===== config.mk =====
export PLATFORM = sky130hd
export DESIGN_NAME = swbp_ctrl
export DESIGN_NICKNAME = d
export VERILOG_FILES = /design/src/rtl/swbp_pkg.sv /design/src/rtl/swbp_detect.sv /design/src/rtl/swbp_fsm.sv /design/src/rtl/swbp_grant.sv /design/src/rtl/swbp_ctrl.sv
export SDC_FILE = /design/constraint.sdc
export NUM_CORES = 1
export LEC_CHECK = 0
export BUFFER_PORTS_ARGS = -buffer_cell sky130_fd_sc_hd__buf_2
export CAP_MARGIN = 20
export CELL_PAD_IN_SITES_DETAIL_PLACEMENT = 1
export CELL_PAD_IN_SITES_GLOBAL_PLACEMENT = 2
export CORE_UTILIZATION = 17
export CTS_BUF_LIST = sky130_fd_sc_hd__clkbuf_16
export CTS_CLUSTER_DIAMETER = 60
export DETAILED_ROUTE_END_ITERATION = 10
export GPL_TIMING_DRIVEN = 0
export PLACE_DENSITY = 0.71
export SLEW_MARGIN = 20
export SYNTH_ARGS = -nofsm -noshare
export SYNTH_HDL_FRONTEND = slang
export SYNTH_SLANG_ARGS = --single-unit
export TNS_END_PERCENT = 50

===== constraint.sdc =====
create_clock -name clk -period 1.8 [get_ports clk]
set_clock_uncertainty 0.15 [all_clocks]
set_input_delay 0.36 -clock clk [delete_from_list [all_inputs] [get_ports clk]]
set_output_delay 0.36 -clock clk [all_outputs]
set_load 0.005 [all_outputs]

===== src/rtl/swbp_pkg.sv =====
// Package: shared state type and defaults for the software breakpoint controller.
// Assumes: three control states are enough; encoding is internal only.
package swbp_pkg;
    localparam int OPC_W_DEF = 8;

    typedef enum logic [1:0] {
        BP_RUN  = 2'd0,
        BP_LOOP = 2'd1,
        BP_HALT = 2'd2
    } bp_state_t;
endpackage


===== src/rtl/swbp_detect.sv =====
// Module: swbp_detect
// Recognises the breakpoint opcode on a decode strobe and classifies the
// required action from the configuration bits sampled in that same cycle.
// Assumes: dec_opcode is only meaningful while dec_valid is high.
module swbp_detect #(
    parameter int          OPC_W   = swbp_pkg::OPC_W_DEF,
    parameter logic [OPC_W-1:0] BRK_OPC = '0
) (
    input  logic             dec_valid,
    input  logic [OPC_W-1:0] dec_opcode,
    input  logic             isr_active,
    input  logic             cfg_bp_en,
    input  logic             cfg_loop_en,
    output logic             act_ignore,
    output logic             act_halt,
    output logic             act_loop
);
    logic brk_hit;

    // Match the breakpoint opcode qualified by the strobe.
    always_comb brk_hit = dec_valid && (dec_opcode == BRK_OPC);

    // Classify: disabled -> ignore; in handler or no loop -> halt; else loop.
    always_comb begin
        act_ignore = brk_hit && !cfg_bp_en;
        act_halt   = brk_hit && cfg_bp_en && (!cfg_loop_en || isr_active);
        act_loop   = brk_hit && cfg_bp_en && cfg_loop_en && !isr_active;
    end
endmodule


===== src/rtl/swbp_fsm.sv =====
// Module: swbp_fsm
// Run / loop / halt control. Holds the PC in loop and halt, idles the CPU
// and flags debug mode in halt, pulses pc_advance when resume releases it.
// Assumes: at most one of act_ignore/act_halt/act_loop is high per cycle.
module swbp_fsm
    import swbp_pkg::*;
(
    input  logic clk,
    input  logic rst_n,
    input  logic act_ignore,
    input  logic act_halt,
    input  logic act_loop,
    input  logic resume,
    output logic halted,
    output logic cpu_idle,
    output logic dbg_mode,
    output logic pc_hold,
    output logic pc_advance
);
    bp_state_t state_q, state_d;
    logic      adv_d;

    // Next-state selection; halt ignores everything except resume.
    always_comb begin
        state_d = state_q;
        adv_d   = 1'b0;
        unique case (state_q)
            BP_RUN: begin
                if (act_halt)      state_d = BP_HALT;
                else if (act_loop) state_d = BP_LOOP;
            end
            BP_LOOP: begin
                if (resume) begin
                    state_d = BP_RUN;
                    adv_d   = 1'b1;
                end
                else if (act_halt)   state_d = BP_HALT;
                else if (act_ignore) state_d = BP_RUN;
            end
            BP_HALT: begin
                if (resume) begin
                    state_d = BP_RUN;
                    adv_d   = 1'b1;
                end
            end
            default: state_d = BP_RUN;
        endcase
    end

    // State and advance-pulse registers with synchronous reset.
    always_ff @(posedge clk) begin
        if (!rst_n) begin
            state_q    <= BP_RUN;
            pc_advance <= 1'b0;
        end else begin
            state_q    <= state_d;
            pc_advance <= adv_d;
        end
    end

    // Output decode from the state register.
    always_comb begin
        halted   = (state_q == BP_HALT);
        cpu_idle = halted;
        dbg_mode = halted;
        pc_hold  = (state_q != BP_RUN);
    end

    p_halt_sticky_r10: assert property (@(posedge clk) disable iff (!rst_n)
        (state_q == BP_HALT && !resume) |=> (state_q == BP_HALT));

    p_adv_single_r10: assert property (@(posedge clk) disable iff (!rst_n)
        pc_advance |=> !pc_advance);

    p_run_halt_r4: assert property (@(posedge clk) disable iff (!rst_n)
        (state_q == BP_RUN && act_halt) |=> (cpu_idle && dbg_mode && pc_hold));

    p_run_loop_r5: assert property (@(posedge clk) disable iff (!rst_n)
        (state_q == BP_RUN && act_loop) |=> (pc_hold && !cpu_idle && !dbg_mode));

    p_run_ignore_r3: assert property (@(posedge clk) disable iff (!rst_n)
        (state_q == BP_RUN && act_ignore) |=> (state_q == BP_RUN && !pc_advance));

    p_isr_stop_r8: assert property (@(posedge clk) disable iff (!rst_n)
        (state_q == BP_LOOP && act_halt && !resume) |=> (state_q == BP_HALT));
endmodule


===== src/rtl/swbp_grant.sv =====
// Module: swbp_grant
// Passes interrupt and DMA requests through unless the CPU is halted.
// Assumes: int_enabled is the CPU's own global enable; it is never forced here.
module swbp_grant (
    input  logic halted,
    input  logic int_pending,
    input  logic int_enabled,
    input  logic dma_req,
    output logic int_grant,
    output logic dma_grant
);
    // Gate requests while halted; interrupts also need the CPU enable.
    always_comb begin
        int_grant = !halted && int_pending && int_enabled;
        dma_grant = !halted && dma_req;
    end
endmodule


===== src/rtl/swbp_ctrl.sv =====
// Module: swbp_ctrl (top)
// Software breakpoint controller: ignore, halt into debug, or loop on the
// breakpoint while interrupts and DMA continue.
// Assumes: decoder, interrupt controller and debug command parser are external.
module swbp_ctrl #(
    parameter int               OPC_W   = swbp_pkg::OPC_W_DEF,
    parameter logic [OPC_W-1:0] BRK_OPC = '0
) (
    input  logic             clk,
    input  logic             rst_n,
    input  logic             dec_valid,
    input  logic [OPC_W-1:0] dec_opcode,
    input  logic             isr_active,
    input  logic             cfg_bp_en,
    input  logic             cfg_loop_en,
    input  logic             int_pending,
    input  logic             int_enabled,
    input  logic             dma_req,
    input  logic             resume,
    output logic             cpu_idle,
    output logic             dbg_mode,
    output logic             pc_hold,
    output logic             pc_advance,
    output logic             int_grant,
    output logic             dma_grant
);
    logic act_ignore, act_halt, act_loop, halted;

    swbp_detect #(.OPC_W(OPC_W), .BRK_OPC(BRK_OPC)) u_detect (
        .dec_valid  (dec_valid),
        .dec_opcode (dec_opcode),
        .isr_active (isr_active),
        .cfg_bp_en  (cfg_bp_en),
        .cfg_loop_en(cfg_loop_en),
        .act_ignore (act_ignore),
        .act_halt   (act_halt),
        .act_loop   (act_loop)
    );

    swbp_fsm u_fsm (
        .clk       (clk),
        .rst_n     (rst_n),
        .act_ignore(act_ignore),
        .act_halt  (act_halt),
        .act_loop  (act_loop),
        .resume    (resume),
        .halted    (halted),
        .cpu_idle  (cpu_idle),
        .dbg_mode  (dbg_mode),
        .pc_hold   (pc_hold),
        .pc_advance(pc_advance)
    );

    swbp_grant u_grant (
        .halted     (halted),
        .int_pending(int_pending),
        .int_enabled(int_enabled),
        .dma_req    (dma_req),
        .int_grant  (int_grant),
        .dma_grant  (dma_grant)
    );

    p_debug_blocks_r6: assert property (@(posedge clk) disable iff (!rst_n)
        dbg_mode |-> (!int_grant && !dma_grant));

    p_idle_holds_pc_r4: assert property (@(posedge clk) disable iff (!rst_n)
        cpu_idle |-> pc_hold);
endmodule


## Yosys cells after proc, flatten, opt, wreduce, memory -nomap -nowiden

Cells that the tools add are included.

| word-level totals | value |
|---|---|
| register bits after elaboration | 3 |
| input port bits | 18 |
| output and inout port bits | 6 |
| word-level logic and storage cells | 35 |

| cells by class | value |
|---|---|
| equality and inequality tests | 5 |
| mux-type cells | 8 |
| reduce and logical (&&, ||, !) cells | 20 |

Operator list:

| cell | count |
|---|---|
| $mux 2 | 6 |
| $logic_and 1x1->1 | 9 |
| $logic_not 8->1 | 1 |
| $pmux 2 s3 | 1 |
| $logic_not 1->1 | 4 |
| $ne 4x4->1 const B | 1 |
| $ne 3x3->1 const B | 1 |
| $reduce_and 3->1 | 1 |
| $eq 2x1->1 const B | 1 |
| $eq 2x2->1 const B | 1 |
| $logic_not 2->1 | 1 |
| $ne 2x2->1 const B | 1 |
| $reduce_and 2->1 | 1 |
| $reduce_bool 2->1 | 1 |
| $reduce_or 2->1 | 1 |
| $logic_or 1x1->1 | 1 |
| $mux 1 | 1 |

## Depth between registers and ports, before layout

Gate-level depths: netlist of run 1.

| depth | value |
|---|---|
| depth after elaboration | 8 |
| depth in mapped cells | 6 |
| depth with buffers taken out | 6 |

## Modules after synthesis

A second synthesis of run 1 with hierarchy kept.

| unflattened totals | value |
|---|---|
| cells, all modules | 33 |
| area, all modules | 300.3 um^2 |

By module, submodules not included:

| module | times used | cells each | area each (um^2) | seq. area each (um^2) |
|---|---|---|---|---|
| swbp_fsm | 1 | 23 | 209.0 | 60.1 |
| swbp_detect | 1 | 8 | 76.3 | 0.0 |
| swbp_grant | 1 | 2 | 15.0 | 0.0 |

## Worst setup path after synthesis of run 1

No wires, ideal clock.

| timing | value |
|---|---|
| kind | register -> register |
| from | register u_fsm.state_q[0] |
| to | register u_fsm.state_q[1] |
| setup time | 0.087 ns |
| data arrival time | 1.366 ns |
| required time | 1.563 ns |
| slack | 0.197 ns |
| cell stages (with the launch flop) | 6 |
| path buffers | 0 |
| period minus slack after synthesis | 1.603 ns |
| cells stage by stage | dfxtp_1 -> inv_1 -> ha_1 -> a31o_2 -> a211o_1 -> o31ai_1 |

| on the way | value |
|---|---|
| longest elaborated chain between the ends | 3 |
| elaborated cells between the ends (all ways) | 8 |
| classes of those cells | 5 x eq/ne; 1 x mux; 2 x reduce/logical |

RTL lines:

| item | RTL line | text |
|---|---|---|
| start: declaration | swbp_fsm.sv:20 | `bp_state_t state_q, state_d;` |
| start signal: assignment | swbp_fsm.sv:56 | `state_q <= state_d;` |
| $eq 2x2->1 * | -- |  |
| via cpu_idle | swbp_ctrl.sv:20 | `output logic cpu_idle,` |
| $ne 2x2->1 (no line) | -- |  |
| $reduce_and 3->1 (no line) | -- |  |

The timed path passes the listed nets; every way through them passes the cells marked *.
A chain may end at the register's enable or synchronous reset.

## Final worst setup path of run 1

| timing | value |
|---|---|
| from | register u_fsm.state_q[0] |
| to | output dbg_mode |

| on the way | value |
|---|---|
| longest elaborated chain between the ends | 1 |

RTL lines:

| item | RTL line | text |
|---|---|---|
| $eq 2x2->1 | swbp_fsm.sv:63 | `halted = (state_q == BP_HALT);` |
| end: declaration | swbp_ctrl.sv:21 | `output logic dbg_mode,` |

No other way between the ends.

==> results of run 1 <==
placed cells by master (no fill, tap or decap):
cell / n
buf_2: 23
inv_1: 6
nand2_1: 4
nor2_1: 4
and3_1: 3
clkbuf_16: 3
dfxtp_1: 3
nor2b_1: 2
ha_1: 2
a31o_2: 1
nor4b_4: 1
nor3_1: 1
nand4_2: 1
a211o_1: 1
a21oi_1: 1
nand3b_1: 1
nor4_1: 1
nand4_1: 1
o21bai_1: 1
a22oi_1: 1
o31ai_1: 1
a22oi_2: 1
o21ai_0: 1
ha_2: 1
buf_4: 1
logic make-up (layout without fill, tap and decap cells):
| family | after synthesis | count (layout) | share of synthesized area [%] |
|---|---|---|---|
| simple gates | 19 | 19 | 40.3 |
| compound gates | 8 | 8 | 18.9 |
| flops | 3 | 3 | 19.8 |
| buf+inv | 6 | 33 | 8.64 |
| fa+ha+maj | 3 | 3 | 12.3 |
through the flow:
step / util (%) / area (um^2) / power [W] / worst slack [ns] / TNS (ns)
after floorplan: - / 304 / 0.0000788 / 0.197 / 0
after global placement: 28.2 / 449 / 0.000105 / 0.0418 / 0
after detailed placement: 28.2 / 449 / 0.000106 / 0.0480 / 0
after CTS: 33.1 / 528 / 0.000454 / 0.0258 / 0
after global routing: 33.6 / 536 / 0.000467 / -0.0202 / -0.0205
final: 33.6 / 536 / 0.000449 / 0.124 / 0
cell type report:
type,count,area share [%]
Buffer,1,1.40
Tap cell,24,5.61
Sequential cell,3,11.2
Multi-Input combinational cell,30,42.1
Inverter,5,3.50
Clock inverter,1,0.701
Timing Repair Buffer,23,21.5
Clock buffer,3,14.0
metal layers:
metal  vias to the layer above  share of wire (%)  track usage [%]
met4                         0                1.1             3.64
met1                       166                 40             11.1
met5                         -                  0                0
met2                        11                 53             21.2
li1                        191                  -                -
met3                         3                5.3             4.90
state kept, by name, indices dropped and copies added (netlist names):
| register | count |
|---|---|
| u_fsm.state_q | 2 |
| u_fsm.pc_advance | 1 |
how the worst max path moves through the flow:
stage,from,endpoint,slack [ns],cells after the start
global route,u_fsm.state_q[0],u_fsm.state_q[1],-0.02,6
global placement,u_fsm.state_q[0],u_fsm.state_q[1],0.04,5
floorplan,u_fsm.state_q[0],u_fsm.state_q[1],0.20,5
finish,u_fsm.state_q[0],dbg_mode,0.12,4
detailed placement,u_fsm.state_q[0],u_fsm.state_q[1],0.05,5
CTS,u_fsm.state_q[0],u_fsm.state_q[1],0.03,5
critical path, cell delays in order, from the launching register on:
cell	delay [ns]
dfxtp_1	0.37
inv_1	0.09
ha_2	0.24
buf_4	0.14
buf_2	0.11
where the power goes:
group	switching (W)	internal, W
clock	0.0000584	0.000286
combinational	0.0000168	0.0000207
sequential	0.0000000302	0.0000671
repair_timing:
item | in CTS | in global routing
resized for setup | 0 | 2
setup endpoints to repair | 0 | 4
buffers inserted | 0 | 0
==> impl_metrics.ini, run 1 <==
[min_path]
hp-class = input port to flop
min_from = resume
min_to = u_fsm.pc_advance
holdPathStages = 2

[cells_and_area]
nets = 88
multi_input_comb_area_um2 = 225
nFillCells = 199
seqCellArea_um2 = 60.1
drive_gt1_share_pct = 48.5
area_growth_pct = 76.1
antenna_cells = 0
finalNonFillerCells = 90

[global_route]
grt_max_degree = 8
grt_overflow = 0
grt_pass1_vias = 384
grt_use_total_pct = 11.3
antenna_found_initial = 0
grt_first_pass_wirelength_um = 1570

[yosys]
synthesis.nets = 60
yosys-top-cells-area = dfxtp_1, ha_1, nor4b_4
synth-seq-cells = 3
synth_top_area_share_pct = 19.8
ys.flop_type = dfxtp_1
syn_area_um2 = 304
yosys_warnings = 0
synthCells = 39
synth_common_cells = inv_1, nand2_1, nor2_1
netlist.top_cell.by_area = dfxtp_1
synth-edff-count = 0
synth-seq-area-share_pct = 19.8
yosys.cell_count.top_type = inv_1
syn_avg_cell_area_um2 = 7.80
async_flop_share_pct = 0
ys_types = 21

[drt]
final_antenna_net_count = 0
routed_via_density = 4.12
dr_total_vias = 371
drtIter0Drc = 1
drc = 0
routed_wl_um = 899
firstDrtPassIters = 2
wl_per_cell_um = 9.99

[timing]
hold_viol_final = 0
tightest_slew_ns = 0.246
slew_headroom_pct = 83.5
finalCriticalPeriod_ns = 1.68
fmax_mhz = 597
setup_viol = 0
finalCritPeriodShare_pct = 93.1
grt_setup_unrepaired = yes
slew_violations = 0
hold_slack_ns = 0.284

[clock_tree]
cts.sinks = 3
htree_levels = 1
cts_tree = done
clk_latency_ns = 0.22
cts_hold_buf = 0
root_buffer = clkbuf_16
clk_pin_slew_worst_paths_ns = 0.03
cts_buffers = 3
ctsLongestPathBuffers = 2

[floorplanning]
start_util_pct = 19.1
core_mm2 = 0.00159
std_cell_rows = 14
dieArea_mm2 = 0.00196
die_w_um = 44.3
die_h_um = 44.3
io_pins = 24

[setup_path]
path_class = flop to output pin
critPathCaptureType = output pin
start_kind = flop
rrSetupSlack_ns = 0.13
r2r_cells = 5
rr_endpoint = u_fsm.state_q[1]
cp_data_arrival_time_ns = 1.17
crit_required_ns = 1.29
crit_fanout = 7
reg2reg_from = u_fsm.state_q[0]

[pwr]
powerDensity_mw_per_mm2 = 839
ir_drop_mv = 0.459
p_leak_nw = 0.287

[job]
drv_cap = 0

[place]
place_inst = 86
dp_hpwl_um = 741
gp_congestion = 0.700
io_buffers = 23

[outcome]
status = completed
(Power assumes the default switching activity.)
==> run 2: changes to the inputs <==
--- a/config.mk
+++ b/config.mk
@@ -7,2 +7,3 @@
 export LEC_CHECK = 0
+export ABC_AREA = 1
 export BUFFER_PORTS_ARGS = -buffer_cell sky130_fd_sc_hd__buf_2
@@ -11,2 +12,3 @@
 export CELL_PAD_IN_SITES_GLOBAL_PLACEMENT = 2
+export CORE_ASPECT_RATIO = 1.5
 export CORE_UTILIZATION = 17
@@ -16,3 +18,4 @@
 export GPL_TIMING_DRIVEN = 0
-export PLACE_DENSITY = 0.71
+export PLACE_DENSITY = 0.72
+export REMOVE_ABC_BUFFERS = 1
 export SLEW_MARGIN = 20
--- a/constraint.sdc
+++ b/constraint.sdc
@@ -4,2 +4,2 @@
 set_output_delay 0.36 -clock clk [all_outputs]
-set_load 0.005 [all_outputs]
+set_load 0.1 [all_outputs]
==> run 2 against run 1 <==
Compared with the run above: hold slack got worse by 0.045 ns; critical path type unchanged; register-to-register slack improved by 0.23 ns; largest power group is now combinational logic; final area rose by 9.1%; largest cell class unchanged; area after synthesis rose by 12%; the flow now finishes with violations (negative setup slack); routed wire length rose by 8.0%; flip-flop and latch count did not move; combinational power rose to 13 times the previous value; highest routed layer unchanged.
==> impl_metrics.ini, run 2 <==
[cells_and_area]
largest_reg_flops = 2
top_register = u_fsm.state_q
area_growth_pct = 71.1
nets = 104
reg.largest.list = u_fsm.state_q x2, u_fsm.pc_advance x1
drive_gt1_share_pct = 46.3
final_common_cell = buf_2
multi_input_comb_area_um2 = 221
nFillCells = 246
seqCellArea_um2 = 60.1
antenna_cells = 0
finalNonFillerCells = 103
final_cell_mix = buf_2, nand2_1, inv_1

[clock_tree]
clk_pin_slew_worst_paths_ns = 0.03
ctsLongestPathBuffers = 2
root_buffer = clkbuf_16
clk_latency_ns = 0.23
cts.sinks = 3
cts_buffers = 3
htree_levels = 1
cts_setup_buffers = 0
cts_tree = done

[pwr]
powerDensity_mw_per_mm2 = 1560
comb_power_share_pct = 51.7
p_switching_w = 0.000406
ir_drop_mv = 0.770
p_clk_share_pct = 38.5
p_sw_share_pct = 44.5
intPower_w = 0.000506
p_leak_nw = 0.316
seqPwrFrac_pct = 9.8

[floorplanning]
io_pins = 24
dieArea_mm2 = 0.00220
std_cell_rows = 19
start_util_pct = 18.4
core_mm2 = 0.00185
die_h_um = 56.9
die_w_um = 38.6

[yosys]
synth-seq-cells = 3
synth_common_cells = nand2_1, inv_1, nor2_1
synthCells = 56
yosys_warnings = 0
ys.flop_type = dfxtp_1
ys_types = 13
synth_top_area_share_pct = 17.6
synth-seq-area-share_pct = 17.6
synth-edff-count = 0
yosys-top-cells-area = dfxtp_1, nand2_1, ha_1
syn_area_um2 = 342
netlist.top_cell.by_area = dfxtp_1
yosys.cell_count.top_type = nand2_1
async_flop_share_pct = 0
syn_avg_cell_area_um2 = 6.10

[drt]
routed_wl_um = 971
drc = 0
wl_per_cell_um = 9.43
final_antenna_net_count = 0
routed_via_density = 4.19
dr_total_vias = 432
firstDrtPassIters = 2
drtIter0Drc = 8

[timing]
worst_slack_ns = -0.0172
slew_headroom_pct = 67.9
setup_viol = 2
slew_violations = 0
grt_setup_unrepaired = yes
hold_viol_final = 0
finalCritPeriodShare_pct = 101
fmax_mhz = 550
finalCriticalPeriod_ns = 1.82
hold_slack_ns = 0.239
tightest_slew_ns = 0.484

[min_path]
hp-class = input port to flop

[setup_path]
path_class = flop to output pin
start_kind = flop
crit_required_ns = 1.29
critPathCaptureType = output pin
crit_fanout = 5
cp_data_arrival_time_ns = 1.31

[place]
gp_congestion = 0.678
place_inst = 99
io_buffers = 23
dp_hpwl_um = 809

[job]
drv_cap = 0

[global_route]
antenna_found_initial = 0
grt_overflow = 0
grt_pass1_vias = 426
grt_max_degree = 6
grt_first_pass_wirelength_um = 1500
grt_use_total_pct = 9.81

[outcome]
status = complete, but fails checks
violations = negative setup slack
-- run 2: path summary, 6_finish.rpt --
| check | startpoint | endpoint | slack (ns) | depth (start not counted) |
|---|---|---|---|---|
| hold / removal | rst_n | u_fsm.state_q[1] | 0.24 | 3 |
| setup reg to reg | u_fsm.state_q[1] | u_fsm.state_q[1] | 0.36 | 8 |
| hold reg to reg | u_fsm.state_q[0] | u_fsm.state_q[0] | 0.45 | 4 |
| setup / recovery | u_fsm.state_q[0] | cpu_idle | -0.02 | 3 |
-- run 2: power by group through the flow --
| stage | clock, W | sequential, W | combinational [W] |
|---|---|---|---|
| 2_1_floorplan | 0 | 0.000127 | 0.000316 |
| 3_3_place_gp | 0 | 0.0000895 | 0.000427 |
| 3_5_place_dp | 0 | 0.0000896 | 0.000430 |
| 4_1_cts | 0.000358 | 0.0000893 | 0.000455 |
| 5_1_grt | 0.000364 | 0.0000908 | 0.000501 |
| 6_report | 0.000351 | 0.0000891 | 0.000472 |
-- run 2: per-layer routing --
metal / routed length [um] / track usage [%]
met1: 326 / 8.23
met5: 0 / 0
met3: 91 / 1.58
met4: 28 / 8.87
met2: 525 / 17.6
-- run 2: logic make-up (layout without fill, tap and decap cells) --
| logic type | Yosys count | after routing | synth area share, % |
|---|---|---|---|
| adder cells (fa/ha/maj) | 3 | 3 | 11.0 |
| AO/OA/AOI/OAI | 1 | 1 | 1.46 |
| flip-flops | 3 | 3 | 17.6 |
| AND/OR/NAND/NOR | 37 | 37 | 51.6 |
| buffers and inverters | 12 | 38 | 18.3 |
-- run 2: per-stage QoR --
| stage | util, % | cell area (um^2) | setup WS [ns] | power [W] | setup TNS [ns] |
|---|---|---|---|---|---|
| after global routing | 31.5 | 584 | -0.0676 | 0.000955 | -0.150 |
| after floorplan | - | 334 | -1.63 | 0.000443 | -6.02 |
| after detailed placement | 25.6 | 475 | 0.0727 | 0.000520 | 0 |
| after CTS | 30.8 | 572 | -0.0310 | 0.000902 | -0.0600 |
| final | 31.5 | 584 | -0.0172 | 0.000912 | -0.0330 |
| after global placement | 25.6 | 475 | 0.0767 | 0.000517 | 0 |
-- run 2: area by class of cell --
| cell class | count | share of cell area, % |
|---|---|---|
| inverter | 11 | 9.42 |
| multi-input combinational | 41 | 37.9 |
| clock buffer | 3 | 12.8 |
| clock inverter | 1 | 0.642 |
| timing repair buffer | 23 | 24.4 |
| sequential | 3 | 10.3 |
| tap | 21 | 4.50 |
-- run 2: repair_timing --
action | 4_1_cts | 5_1_grt
gates resized for setup | 6 | 4
endpoints found under the setup margin | 5 | 5
hold buffers | 0 | 0
-- run 2: worst max-delay path: stages (launching register included) --
cell and delay [ns]:
dfxtp_1 0.30, inv_1 0.10, ha_2 0.24, buf_2 0.44
==> run 3: changes to the inputs <==
ABC_AREA = unset   (was 1)
CORE_ASPECT_RATIO = unset   (was 1.5)
CORE_MARGIN = 4   (was unset)
PLACE_DENSITY = 0.71   (was 0.72)
==> run 3 against run 2 <==
Compared with the run above: the flow now finishes without violations; count of clock-buffer cells in the layout stayed put; final area is 4.3% higher; combinational power is 86% lower; worst setup slack better by 0.064 ns; fmax is 3.7% higher; highest routed layer is now met3.
==> impl_metrics.ini, run 3 (same netlist as run 1, synthesis figures left out) <==
[drt]
routed_via_density = 4.09
wl_per_cell_um = 11.5
drc = 0
dr_total_vias = 368
firstDrtPassIters = 2
routed_wl_um = 1030
final_antenna_net_count = 0
drtIter0Drc = 2

[cells_and_area]
final_cell_mix = buf_2, inv_1, nand2_1
nFillCells = 208
multi_input_comb_area_um2 = 254
nets = 87
drive_gt1_share_pct = 53.8
area_growth_pct = 100
reg.largest.list = u_fsm.state_q x2, u_fsm.pc_advance x1
top_register = u_fsm.state_q
fin_area_um2 = 609
final_common_cell = buf_2
seqCellArea_um2 = 61.3
largest_reg_flops = 2
antenna_cells = 0

[floorplanning]
start_util_pct = 17.8
std_cell_rows = 15
core_mm2 = 0.00171
die_h_um = 50.3
io_pins = 24
die_w_um = 50.3
dieArea_mm2 = 0.00253

[clock_tree]
cts.sinks = 3
htree_levels = 1
root_buffer = clkbuf_16
cts_buffers = 3
cts_tree = done
clk_latency_ns = 0.22
ctsLongestPathBuffers = 2
clk_pin_slew_worst_paths_ns = 0.03

[setup_path]
path_class = flop to output pin
cp_data_arrival_time_ns = 1.24
crit_fanout = 7
rrSetupSlack_ns = 0.11
crit_required_ns = 1.29
critPathCaptureType = output pin
start_kind = flop

[timing]
finalCritPeriodShare_pct = 97.4
hold_viol_final = 0
slew_violations = 0
tightest_slew_ns = 0.485
setup_viol = 0
worst_slack_ns = 0.0470
finalSetupTns_ns = 0
finalCriticalPeriod_ns = 1.75
slew_headroom_pct = 67.9
fmax_mhz = 570

[place]
dp_hpwl_um = 801
place_ws_ns = 0.0105
io_buffers = 23
dpl_cell_area_um2 = 443
gp_congestion = 0.650

[job]
drv_cap = 0

[global_route]
antenna_found_initial = 0
grt_use_total_pct = 8.20
grt_overflow = 0
grt_max_degree = 8
grt_pass1_vias = 372
grt_first_pass_wirelength_um = 1600

[pwr]
p_switching_w = 0.0000987
seqPwrFrac_pct = 13.9
powerDensity_mw_per_mm2 = 792
intPower_w = 0.000384
comb_power_share_pct = 14.0
ir_drop_mv = 0.457
p_clk_share_pct = 72.1
p_sw_share_pct = 20.5
p_leak_nw = 0.301

[min_path]
hp-class = input port to flop

[outcome]
status = completed
-- run 3: cell types whose count changed in the layout (fill, tap and decap cells not counted), sizes merged, moves of 2 or more --
cell | previous run | this run
a22oi | 0 | 2
and3 | 0 | 3
inv | 11 | 6
nand2 | 15 | 4
nand3 | 6 | 0
nor2 | 14 | 4
nor2b | 0 | 2
-- run 3: timing repair --
item / 4_1_cts / 5_1_grt
hold buffers: 0 / 0
setup endpoints to repair: 5 / 7
gates resized for setup: 8 / 15
buffers inserted: 0 / 0
-- run 3: cell type report --
type                    instances  area share (%)
multi-input cells              30            41.7
repair buffers                 23            27.1
clock buffers                   3            12.3
flip-flops and latches          3            10.1
well taps                      25            5.13
inverters                       5            3.08
clock inverters                 1           0.616
-- run 3: worst paths after layout --
path / start / end / cells after the start
max: u_fsm.state_q[0] / cpu_idle / 3
max reg2reg: u_fsm.state_q[0] / u_fsm.state_q[1] / 5
min: resume / u_fsm.pc_advance / 2
min reg2reg: u_fsm.state_q[1] / u_fsm.state_q[1] / 3
-- run 3: power groups by stage --
stage                     sequential [W]  combinational (W)  clock (W)
after CTS                      0.0000671          0.0000590   0.000354
after global routing           0.0000670          0.0000722   0.000361
after global placement         0.0000679          0.0000552          0
after detailed placement       0.0000679          0.0000555          0
after floorplan                0.0000680          0.0000286          0
final                          0.0000671          0.0000677   0.000348
-- run 3: critical path, cell delays in order (launching register included) --
cell and delay, ns:
dfxtp_1 0.33, inv_1 0.14, ha_4 0.23, buf_4 0.31
-- run 3: metal layers --
layer / vias to the layer above / wire, um / track usage, %
met3: 0 / 61 / 2.08
met4: 0 / 0 / 4.04
met1: 168 / 432 / 10.2
met5: - / 0 / 0
met2: 9 / 537 / 13.0
li1: 191 / - / -
-- run 3: per-stage QoR --
step	hold slack (ns)	utilization [%]	instances	power [W]
floorplan	0.356	-	38	0.0000965
global placement	0.493	25.9	86	0.000123
detailed placement	0.486	25.9	86	0.000123
CTS	0.262	31.9	90	0.000480
global route	0.281	35.7	90	0.000500
finish	0.259	35.7	90	0.000482
